### src/rtl/irq_ctrl_pkg.sv
package irq_ctrl_pkg;
  typedef logic [2:0] lvl_t;
  localparam lvl_t LVL_NMI  = 3'd0;
  localparam lvl_t LVL_IDLE = 3'd5;
  localparam logic [5:0] EXC_NMI  = 6'd2;
  localparam logic [5:0] EXC_BASE = 6'd16;

  // 2-bit stored priority -> stack level code (1 = most urgent programmable)
  function automatic lvl_t prio_to_lvl(input logic [1:0] p);
    return lvl_t'({1'b0, p}) + lvl_t'(1);
  endfunction
endpackage

### src/rtl/irq_regfile.sv
module irq_regfile #(
  parameter int NUM_IRQ = 32,
  parameter int ADDR_W  = 10
) (
  input  logic                    clk,
  input  logic                    rst,
  input  logic                    wr_en,
  input  logic [ADDR_W-1:0]       addr,
  input  logic [31:0]             wdata,
  input  logic [NUM_IRQ-1:0]      irq_in,
  input  logic [NUM_IRQ-1:0]      ack_clr,
  output logic [31:0]             rdata,
  output logic [NUM_IRQ-1:0]      en_q,
  output logic [NUM_IRQ-1:0]      pend_q,
  output logic [NUM_IRQ-1:0][1:0] prio_q
);
  localparam int NUM_WORDS = (NUM_IRQ + 3) / 4;

  logic [NUM_IRQ-1:0] irq_prev;
  logic [NUM_IRQ-1:0] wbits;
  logic [4:0]         word_idx;
  logic sel_low, wr_seten, wr_clren, wr_setpd, wr_clrpd, hit_prio;
  logic [31:0] rd_next;

  assign wbits    = wdata[NUM_IRQ-1:0];
  assign word_idx = addr[6:2];
  assign sel_low  = (addr[6:0] == 7'd0);
  assign wr_seten = wr_en && sel_low && (addr[ADDR_W-1:7] == 3'b000);
  assign wr_clren = wr_en && sel_low && (addr[ADDR_W-1:7] == 3'b001);
  assign wr_setpd = wr_en && sel_low && (addr[ADDR_W-1:7] == 3'b010);
  assign wr_clrpd = wr_en && sel_low && (addr[ADDR_W-1:7] == 3'b011);
  assign hit_prio = (addr[ADDR_W-1:7] == 3'b110) && (addr[1:0] == 2'b00)
                    && (int'(word_idx) < NUM_WORDS);

  always_ff @(posedge clk) begin
    if (rst) begin
      en_q     <= '0;
      pend_q   <= '0;
      irq_prev <= '0;
    end else begin
      irq_prev <= irq_in;
      if (wr_seten) en_q <= en_q | wbits;
      else if (wr_clren) en_q <= en_q & ~wbits;
      pend_q <= (pend_q & ~ack_clr & ~(wr_clrpd ? wbits : '0))
                | (wr_setpd ? wbits : '0)
                | (irq_in & ~irq_prev);
    end
  end

  for (genvar i = 0; i < NUM_IRQ; i++) begin : g_prio
    always_ff @(posedge clk) begin
      if (rst) prio_q[i] <= 2'b00;
      else if (wr_en && hit_prio && int'(word_idx) == i / 4)
        prio_q[i] <= wdata[8*(i%4)+6 +: 2];
    end
  end

  always_comb begin
    rd_next = '0;
    if (hit_prio) begin
      for (int i = 0; i < NUM_IRQ; i++)
        if (int'(word_idx) == i / 4) rd_next[8*(i%4)+6 +: 2] = prio_q[i];
    end else if (sel_low) begin
      case (addr[ADDR_W-1:7])
        3'b000, 3'b001: rd_next[NUM_IRQ-1:0] = en_q;
        3'b010, 3'b011: rd_next[NUM_IRQ-1:0] = pend_q;
        default:        rd_next = '0;
      endcase
    end
  end

  always_ff @(posedge clk) begin
    if (rst) rdata <= '0;
    else     rdata <= rd_next;
  end
endmodule

### src/rtl/irq_select.sv
module irq_select
  import irq_ctrl_pkg::*;
#(
  parameter int NUM_IRQ = 32,
  localparam int IDX_W  = $clog2(NUM_IRQ)
) (
  input  logic [NUM_IRQ-1:0]      pend,
  input  logic [NUM_IRQ-1:0]      en,
  input  logic [NUM_IRQ-1:0][1:0] prio,
  input  logic                    nmi_pend,
  input  logic                    mask_all,
  input  lvl_t                    cur_lvl,
  output logic                    sel_valid,
  output logic                    sel_nmi,
  output logic [IDX_W-1:0]        sel_idx,
  output lvl_t                    sel_lvl,
  output logic [5:0]              sel_exc
);
  logic             found;
  logic [1:0]       best;
  logic [IDX_W-1:0] best_idx;
  logic             irq_ok, nmi_ok;

  // ascending scan with strict compare keeps the lowest index on ties
  always_comb begin
    found    = 1'b0;
    best     = 2'b11;
    best_idx = '0;
    for (int i = 0; i < NUM_IRQ; i++) begin
      if (pend[i] && en[i] && (!found || prio[i] < best)) begin
        found    = 1'b1;
        best     = prio[i];
        best_idx = IDX_W'(i);
      end
    end
  end

  assign nmi_ok    = nmi_pend && (cur_lvl != LVL_NMI);
  assign irq_ok    = found && !mask_all && (prio_to_lvl(best) < cur_lvl);
  assign sel_valid = nmi_ok || irq_ok;
  assign sel_nmi   = nmi_ok;
  assign sel_idx   = best_idx;
  assign sel_lvl   = nmi_ok ? LVL_NMI : prio_to_lvl(best);
  assign sel_exc   = nmi_ok ? EXC_NMI : EXC_BASE + 6'(best_idx);
endmodule

### src/rtl/irq_lvl_stack.sv
module irq_lvl_stack
  import irq_ctrl_pkg::*;
#(
  parameter int DEPTH = 5,
  localparam int SP_W = $clog2(DEPTH + 1)
) (
  input  logic clk,
  input  logic rst,
  input  logic push,
  input  lvl_t push_lvl,
  input  logic pop,
  output lvl_t top_lvl
);
  lvl_t          stk [DEPTH];
  logic [SP_W-1:0] sp;

  always_ff @(posedge clk) begin
    if (rst) begin
      sp <= '0;
    end else if (push && int'(sp) < DEPTH) begin
      stk[sp] <= push_lvl;
      sp      <= sp + 1'b1;
    end else if (pop && sp != '0) begin
      sp <= sp - 1'b1;
    end
  end

  always_comb begin
    top_lvl = LVL_IDLE;
    for (int i = 0; i < DEPTH; i++)
      if (int'(sp) == i + 1) top_lvl = stk[i];
  end
endmodule

### src/rtl/prio_irq_ctrl.sv
module prio_irq_ctrl
  import irq_ctrl_pkg::*;
#(
  parameter int NUM_IRQ     = 32,
  parameter int ADDR_W      = 10,
  parameter int STACK_DEPTH = 5,
  localparam int IDX_W      = $clog2(NUM_IRQ)
) (
  input  logic               clk,
  input  logic               rst,
  input  logic               reg_we,
  input  logic [ADDR_W-1:0]  reg_addr,
  input  logic [31:0]        reg_wdata,
  output logic [31:0]        reg_rdata,
  input  logic [NUM_IRQ-1:0] irq_in,
  input  logic               nmi_in,
  input  logic               mask_all,
  input  logic               core_ack,
  input  logic               core_ret,
  output logic               core_req,
  output logic [5:0]         core_excnum,
  output logic [2:0]         active_lvl
);
  logic [NUM_IRQ-1:0]      en_q, pend_q, ack_clr;
  logic [NUM_IRQ-1:0][1:0] prio_q;
  logic                    nmi_prev, nmi_pend;
  logic                    sel_valid, sel_nmi;
  logic [IDX_W-1:0]        sel_idx, idx_q;
  lvl_t                    sel_lvl, lvl_q, top_lvl;
  logic [5:0]              sel_exc;
  logic                    req_q, nmi_q, ack_eff;

  assign ack_eff = core_ack && req_q;

  always_comb begin
    ack_clr = '0;
    if (ack_eff && !nmi_q) ack_clr[idx_q] = 1'b1;
  end

  irq_regfile #(.NUM_IRQ(NUM_IRQ), .ADDR_W(ADDR_W)) u_regs (
    .clk(clk), .rst(rst), .wr_en(reg_we), .addr(reg_addr), .wdata(reg_wdata),
    .irq_in(irq_in), .ack_clr(ack_clr), .rdata(reg_rdata),
    .en_q(en_q), .pend_q(pend_q), .prio_q(prio_q)
  );

  always_ff @(posedge clk) begin
    if (rst) begin
      nmi_prev <= 1'b0;
      nmi_pend <= 1'b0;
    end else begin
      nmi_prev <= nmi_in;
      nmi_pend <= (nmi_pend && !(ack_eff && nmi_q)) || (nmi_in && !nmi_prev);
    end
  end

  irq_select #(.NUM_IRQ(NUM_IRQ)) u_sel (
    .pend(pend_q), .en(en_q), .prio(prio_q), .nmi_pend(nmi_pend),
    .mask_all(mask_all), .cur_lvl(top_lvl), .sel_valid(sel_valid),
    .sel_nmi(sel_nmi), .sel_idx(sel_idx), .sel_lvl(sel_lvl), .sel_exc(sel_exc)
  );

  irq_lvl_stack #(.DEPTH(STACK_DEPTH)) u_stack (
    .clk(clk), .rst(rst), .push(ack_eff), .push_lvl(lvl_q),
    .pop(core_ret && !ack_eff), .top_lvl(top_lvl)
  );

  // registered offer; dropped for one cycle after an acknowledge
  always_ff @(posedge clk) begin
    if (rst) begin
      req_q       <= 1'b0;
      nmi_q       <= 1'b0;
      idx_q       <= '0;
      lvl_q       <= LVL_IDLE;
      core_excnum <= '0;
    end else begin
      req_q       <= sel_valid && !ack_eff;
      nmi_q       <= sel_nmi;
      idx_q       <= sel_idx;
      lvl_q       <= sel_lvl;
      core_excnum <= sel_exc;
    end
  end

  assign core_req   = req_q;
  assign active_lvl = top_lvl;
endmodule

### config.mk
export PLATFORM = sky130hd
export DESIGN_NAME = prio_irq_ctrl
export DESIGN_NICKNAME = d
export VERILOG_FILES = /design/src/rtl/irq_ctrl_pkg.sv /design/src/rtl/irq_regfile.sv /design/src/rtl/irq_select.sv /design/src/rtl/irq_lvl_stack.sv /design/src/rtl/prio_irq_ctrl.sv
export SDC_FILE = /design/constraint.sdc
export NUM_CORES = 1
export LEC_CHECK = 0
export ABC_CLOCK_PERIOD_IN_PS = 7290
export BUFFER_PORTS_ARGS = -buffer_cell sky130_fd_sc_hd__buf_2
export CAP_MARGIN = 20
export CORE_MARGIN = 3
export CORE_UTILIZATION = 27
export DETAILED_ROUTE_END_ITERATION = 8
export PLACE_DENSITY = 0.52
export SETUP_SLACK_MARGIN = 0.4
export SYNTH_ARGS = -nofsm -noshare
export SYNTH_HDL_FRONTEND = slang
export SYNTH_SLANG_ARGS = --single-unit
export TNS_END_PERCENT = 10
### constraint.sdc
create_clock -name clk -period 7.29 [get_ports clk]
set_clock_uncertainty 0.1 [all_clocks]
set_input_delay 0.3645 -clock clk [delete_from_list [all_inputs] [get_ports clk]]
set_output_delay 0.3645 -clock clk [all_outputs]
set_load 0.02 [all_outputs]
# ---- Word-level counts from Yosys, hierarchy flattened
# Memory sizes are Yosys's and may differ from the RTL's.
# Index checks and enable logic that the tools add are counted.
dict set report word_totals {
  mem_bits_rw 15
  mem_count 1
  out_inout_bits 42
  reg_bits 213
  elab_cells 441
}
# memory depth word_bits rd rd_ports_with_merged_regs wr line
set mem_list {}
lappend mem_list {u_stack.stk 5 3 5 0 1 irq_lvl_stack.sv:14} ;# lvl_t stk [DEPTH];
dict set report classes {
  bitwise 12
  n_addsub 4
  reduce_logical 173
  n_eq_ne 16
  magnitude_cmp 36
  muxes 152
}
# op count
set ops {}
lappend ops {{$mux W32} 6}
lappend ops {{$mux W2} 71}
lappend ops {{$and A32 B32 Y32} 4}
lappend ops {{$not A32 Y32} 4}
lappend ops {{$or A32 B32 Y32} 3}
lappend ops {{$logic_and A1 B1 Y1} 92}
lappend ops {{$mux W5} 16}
lappend ops {{$pmux W32 S2} 1}
lappend ops {{$lt A2 B2 Y1} 31}
lappend ops {{$mux W1} 37}
lappend ops {{$logic_not A1 Y1} 36}
lappend ops {{$mux W3} 12}
lappend ops {{$logic_or A1 B1 Y1} 33}
lappend ops {{$mux W4} 8}
lappend ops {{$eq A5 B4 Y1 const B} 4}
lappend ops {{$eq A3 B3 Y1 const B} 5}
lappend ops {{$eq A5 B3 Y1 const B} 2}
lappend ops {{$eq A3 B2 Y1 const B} 3}
lappend ops {{$logic_not A7 Y1} 1}
lappend ops {{$add A5 B5 Y6 const A} 1}
lappend ops {{$lt A5 B6 Y1 const B} 1}
lappend ops {{$reduce_bool A3 Y1} 2}
lappend ops {{$reduce_or A2 Y1} 3}
lappend ops {{$demux W1 S5} 1}
lappend ops {{other kinds (15)} 16}

# ---- Longest topological paths before layout
dict set report logic_depth {
  word_depth 131
  depth_mapped 38
}

# ---- Hierarchy
# Synthesis repeated with hierarchy kept, for this count alone.
dict set report hier_totals {
  hier_cells 1644
  hier_area_um2 13654.3
}
# module instances seq_area_each_um2 cells_per_inst area_each_um2
set by_module_without_submodules {}
lappend by_module_without_submodules {irq_regfile 1 3843.7 852 7961.4}
lappend by_module_without_submodules {irq_select 1 0.0 627 3950.0}
lappend by_module_without_submodules {irq_lvl_stack 1 510.5 70 879.6}
lappend by_module_without_submodules {prio_irq_ctrl 1 360.3 95 863.3}

# ---- Worst setup path after synthesis
# OpenSTA, ideal clock, no wires.
dict set report synth_timing {
  path_type {reg-to-reg}
  from {register u_regs.prio_q[9] (netlist bit)}
  to {register req_q, in the netlist core_req}
  slack_ns -0.526
  setup_ns 0.069
  arrival_ns 7.647
  stages_incl_launch_ff 39
  period_less_slack_ns 7.816
  path_buffers 2
  cell_sequence {dfxtp_1 -> buf_2 -> and3b_1 -> a2111o_1 -> or4_1 -> buf_2 -> nor3_2 -> o2111a_1 -> nor2_1 -> o31ai_4 -> o21ba_1 -> o41a_1 -> a21oi_1 -> o2111ai_1 -> a32o_1 -> a211oi_2 -> o221ai_1 -> o211ai_1 -> [3 not listed] -> o21ai_0 -> nand2b_1 -> a21oi_1 -> o21a_1 -> a31o_2 -> inv_1 -> a21o_1 -> ha_1 -> o21ai_0 -> nand3_1 -> o41a_1 -> mux2i_1 -> ha_1 -> ha_1 -> a211o_1 -> nor4_1 -> nand2_1 -> o21ai_1}
}
dict set report synth_between {
  elab_chain_cells 117
}
# item line
set synth_rtl {}
lappend synth_rtl {{from (decl)} irq_regfile.sv:15} ;# output logic [NUM_IRQ-1:0][1:0] prio_q
lappend synth_rtl {{from (signal, indexed assignment)} irq_regfile.sv:54} ;# prio_q[i] <= wdata[8*(i%4)+6 +: 2];
lappend synth_rtl {{$lt A2 B2 Y1} irq_select.sv:30} ;# if (pend[i] && en[i] && (!found || prio[i] < best)) begin
lappend synth_rtl {{$logic_or A1 B1 Y1} irq_select.sv:30}
lappend synth_rtl {{$logic_and A1 B1 Y1} irq_select.sv:30}
lappend synth_rtl {{$mux W2 or $mux W1 (tied branches)} irq_select.sv:30}
lappend synth_rtl {{$lt A2 B2 Y1 or $logic_not A1 Y1 (tied branches)} irq_select.sv:30}
lappend synth_rtl {{$logic_or A1 B1 Y1} irq_select.sv:30}
lappend synth_rtl {{$logic_and A1 B1 Y1} irq_select.sv:30}
lappend synth_rtl {{$mux W2 or $mux W1 (tied branches)} irq_select.sv:30}
lappend synth_rtl {{[101 not listed]} --}
lappend synth_rtl {{$logic_or A1 B1 Y1} irq_select.sv:30}
lappend synth_rtl {{$logic_and A1 B1 Y1} irq_select.sv:30}
lappend synth_rtl {{$mux W2} irq_select.sv:30}
lappend synth_rtl {{$add A2 B1 Y3} irq_ctrl_pkg.sv:10} ;# return lvl_t'({1'b0, p}) + lvl_t'(1);
lappend synth_rtl {{$lt A3 B3 Y1} irq_select.sv:39} ;# assign irq_ok = found && !mask_all && (prio_to_lvl(best) < cur_lvl);
lappend synth_rtl {{$logic_and A1 B1 Y1 *} irq_select.sv:39}
lappend synth_rtl {{$logic_or A1 B1 Y1 *} irq_select.sv:40} ;# assign sel_valid = nmi_ok || irq_ok;
lappend synth_rtl {{$logic_and A1 B1 Y1 *} prio_irq_ctrl.sv:76} ;# req_q <= sel_valid && !ack_eff;
lappend synth_rtl {{to (signal assigned)} prio_irq_ctrl.sv:76}
lappend synth_rtl {{to (decl)} prio_irq_ctrl.sv:31} ;# logic req_q, nmi_q, ack_eff;
# Mark *: on every way between the ends. The rest lies on a longest branch, timed or not.
# A chain may end at the register's enable or synchronous reset.

# ---- Worst setup path after layout
dict set report layout_timing {
  from {register u_regs.prio_q[11] (netlist bit)}
  to {register req_q, in the netlist core_req}
}
dict set report layout_between {
  elab_chain_cells 113
}
# item line
set layout_rtl {}
lappend layout_rtl {{$lt A2 B2 Y1} irq_select.sv:30}
lappend layout_rtl {{$logic_or A1 B1 Y1} irq_select.sv:30}
lappend layout_rtl {{$logic_and A1 B1 Y1} irq_select.sv:30}
lappend layout_rtl {{$mux W2 or $mux W1 (tied branches)} irq_select.sv:30}
lappend layout_rtl {{$lt A2 B2 Y1 or $logic_not A1 Y1 (tied branches)} irq_select.sv:30}
lappend layout_rtl {{$logic_or A1 B1 Y1} irq_select.sv:30}
lappend layout_rtl {{$logic_and A1 B1 Y1} irq_select.sv:30}
lappend layout_rtl {{$mux W2 or $mux W1 (tied branches)} irq_select.sv:30}
lappend layout_rtl {{[97 not listed]} --}
lappend layout_rtl {{$logic_or A1 B1 Y1} irq_select.sv:30}
lappend layout_rtl {{$logic_and A1 B1 Y1} irq_select.sv:30}
lappend layout_rtl {{$mux W2} irq_select.sv:30}
lappend layout_rtl {{$add A2 B1 Y3} irq_ctrl_pkg.sv:10}
lappend layout_rtl {{$lt A3 B3 Y1} irq_select.sv:39}
lappend layout_rtl {{$logic_and A1 B1 Y1 *} irq_select.sv:39}
lappend layout_rtl {{$logic_or A1 B1 Y1 *} irq_select.sv:40}
lappend layout_rtl {{$logic_and A1 B1 Y1 *} prio_irq_ctrl.sv:76}
# Marked as above.

==> summary.txt <==
status -> complete, but fails checks
failing checks -> setup timing
Max-cap violations -> 0
initial DRC count -> 852
Post-Synthesis Cell Area -> 0.0120 mm²
GRT Util Overall -> 0.190
Reg-to-Reg End -> core_req$_SDFF_PP0_
drt via density -> 5.25
Routed Antenna Nets -> 0
largest net degree at the start of global routing -> 118
worst setup path end -> core_req$_SDFF_PP0_
startpoint types -> register
PD cells -> 190 mW/mm²
Yosys warnings -> 0
# fillers -> 4576
DRC errors left -> 0
crit-path max cell delay -> 540 ps
Post-synth EDFFs -> 15
Initial Utilization -> 0.276
Crit path arrival time -> 8370 ps
Max VDD drop -> 0.130 mV
top post-synthesis cells by area -> dfxtp_1 35%, mux2i_1 8.5%, nor2_1 6.4%
DP Area -> 0.0144 mm²
HPWL Detailed -> 33300 µm
CTS buffer count -> 28
setup slack, reg-to-reg -> -700 ps
Primary FF master, synth -> dfxtp_1
floorplan die width -> 217 µm
Seq/Total Area, Yosys -> 0.392
Synth area leader -> dfxtp_1
final hold vios -> 0
Core ar. -> 0.0436 mm²
most common library cell in the layout ignoring fill and taps -> dfxtp_1
syn_area_per_cell -> 8.31 µm²
Root Driver -> clkbuf_16
Placed Cells -> 2256
fmax -> 125 MHz
final net count -> 1849
headroom to the max-slew limit -> 0.303
leak pwr -> 6.51 nW
most frequent CP cell -> ha_1
Hold WC Path Type -> in2reg
vias in the first global route -> 12100
r2r startpoint -> u_regs.prio_q[11]$_SDFFE_PP0P_
Setup-failing EPs final -> 1
Finished Cell Area -> 0.0161 mm²
DRT Wirelength -> 46400 µm
Setup crit end kind -> register
first-pass GRT wire length -> 71000 µm
Top Ports -> 123
Tightest Pin Transition -> 1040 ps
Yosys top cell area share -> 0.355
Area growth, synth to finish -> 34.1%
hold_ws -> 122 ps
CP max stage cell -> or4_4
chip height -> 217 µm
initial antenna violation count -> 2
most frequent cells in the layout -> 213 x dfxtp_1, 203 x nor2_1, 169 x buf_4, 122 x a21oi_1, 122 x buf_2
Core Rows -> 76
net count of the mapped netlist -> 1535
dpl ws -> -739 ps
minimum clock period -> 7990 ps
port buffer count -> 122
flops & latches, synth -> 228
final core utilization -> 0.370
fraction of layout cells with a size suffix above 1 -> 0.218
CTS Buffer Depth -> 3
via count -> 12400
CTS tree -> built
Distinct cells, synth -> 77
1st-pass router iterations -> 7
die area -> 0.0471 mm²
Fin Setup TNS -> -697 ps
Async SR Flop Fraction -> 0
worst r2r path cells -> 36
Finished Layout Cells -> 2367
Crit. Startpoint -> u_regs.prio_q[11]$_SDFFE_PP0P_
Clock Sinks -> 228
Tot Pwr -> 3.07 mW
RSZ-0062 raised after global routing -> true
cell count after synthesis -> 1447
CP max FO -> 7
CP required -> 7680 ps
period utilization -> 1.10
wire per inst -> 19.6 µm
H-tree depth -> 1
Skew-Pair Late Insertion Delay -> 560 ps
diode count -> 0
CP Class -> reg2reg
setup slack after layout -> -697 ps
routability cong. -> 0.913
max-slew violations -> 0
CTS clk-pin slew, worst paths -> 60 ps
GRT overflow -> 0
[what timing repair did]
action / CTS / global route
endpoints found under the hold margin: 87 / 0
gates resized for setup: 12 / 9
setup endpoints to repair: 15 / 15
hold buffers: 57 / 0
buffers inserted: 1 / 1
pin swaps: 3 / 2
[logic make-up after synthesis]
logic type,after synthesis,share of synthesized area
AND/OR/NAND/NOR,521,0.213
AO/OA/AOI/OAI,468,0.262
flip-flops,228,0.392
buffers and inverters,117,0.0368
multiplexers,104,0.0868
adder cells (fa/ha/maj),9,0.00957
[per-layer routing]
layer / up-vias / share of wire / track usage
met3: 77 / 0.052 / 0.0260
met2: 344 / 0.45 / 0.306
met4: 0 / 0.028 / 0.0572
met5: - / 0 / 0
li1: 6026 / - / -
met1: 5971 / 0.47 / 0.264
[cells in the mapped netlist (7+ instances only)]
library cell,instances
o21bai_1,8
o31ai_1,13
o21a_1,12
o22ai_1,12
a311oi_1,33
a211oi_1,15
nand2_1,80
and3_1,12
a22oi_1,38
nor2b_1,45
o21ai_0,78
a21oi_1,130
or2_2,10
nand3_1,34
inv_1,52
nand4_1,18
mux2i_1,102
nor3_1,23
nand2b_1,14
edfxtp_1,15
nand3b_1,17
nor3b_1,7
nor4_1,9
and3b_1,7
nor2_1,205
a21o_1,18
a31oi_1,9
dfxtp_1,213
or3_1,14
clkbuf_1,61
and2_1,14
a221oi_1,33
[how the worst min path moves through the flow]
stage | start | to | slack [ps] | depth (start not counted)
after floorplan | nmi_pend$_SDFF_PP0_ | nmi_pend$_SDFF_PP0_ | 350 | 2
after global placement | u_regs.irq_prev[18]$_SDFF_PP0_ | u_regs.pend_q[18]$_SDFF_PP0_ | 390 | 3
after detailed placement | u_regs.irq_prev[19]$_SDFF_PP0_ | u_regs.pend_q[19]$_SDFF_PP0_ | 400 | 3
after CTS | mask_all | core_req$_SDFF_PP0_ | 90 | 5
after global routing | mask_all | core_req$_SDFF_PP0_ | 130 | 5
final | mask_all | core_req$_SDFF_PP0_ | 120 | 5
[final cells by class]
| class | count | area [µm²] | share of cell area |
|---|---|---|---|
| Multi-Input combinational cell | 1102 | 7030 | 0.436 |
| Sequential cell | 228 | 4710 | 0.292 |
| Timing Repair Buffer | 349 | 2460 | 0.153 |
| Clock buffer | 38 | 811 | 0.0503 |
| Tap cell | 585 | 732 | 0.0454 |
| Inverter | 52 | 195 | 0.0121 |
| Clock inverter | 13 | 193 | 0.0119 |
[where the power goes]
part	switching (mW)	total [mW]	internal [mW]
clock	0.573	1.52	0.951
combinational	0.128	0.227	0.0994
sequential	0.0253	1.31	1.29
total	0.726	3.07	2.34
[critical path, delay by kind of cell, from the launching register on]
kind | cells | cell delay [ps]
multiplexers | 2 | 300
adder cells (fa/ha/maj) | 4 | 1100
flip-flops | 1 | 330
AO/OA/AOI/OAI | 21 | 4400
AND/OR/NAND/NOR | 9 | 1670
(Power assumes the default switching activity.)
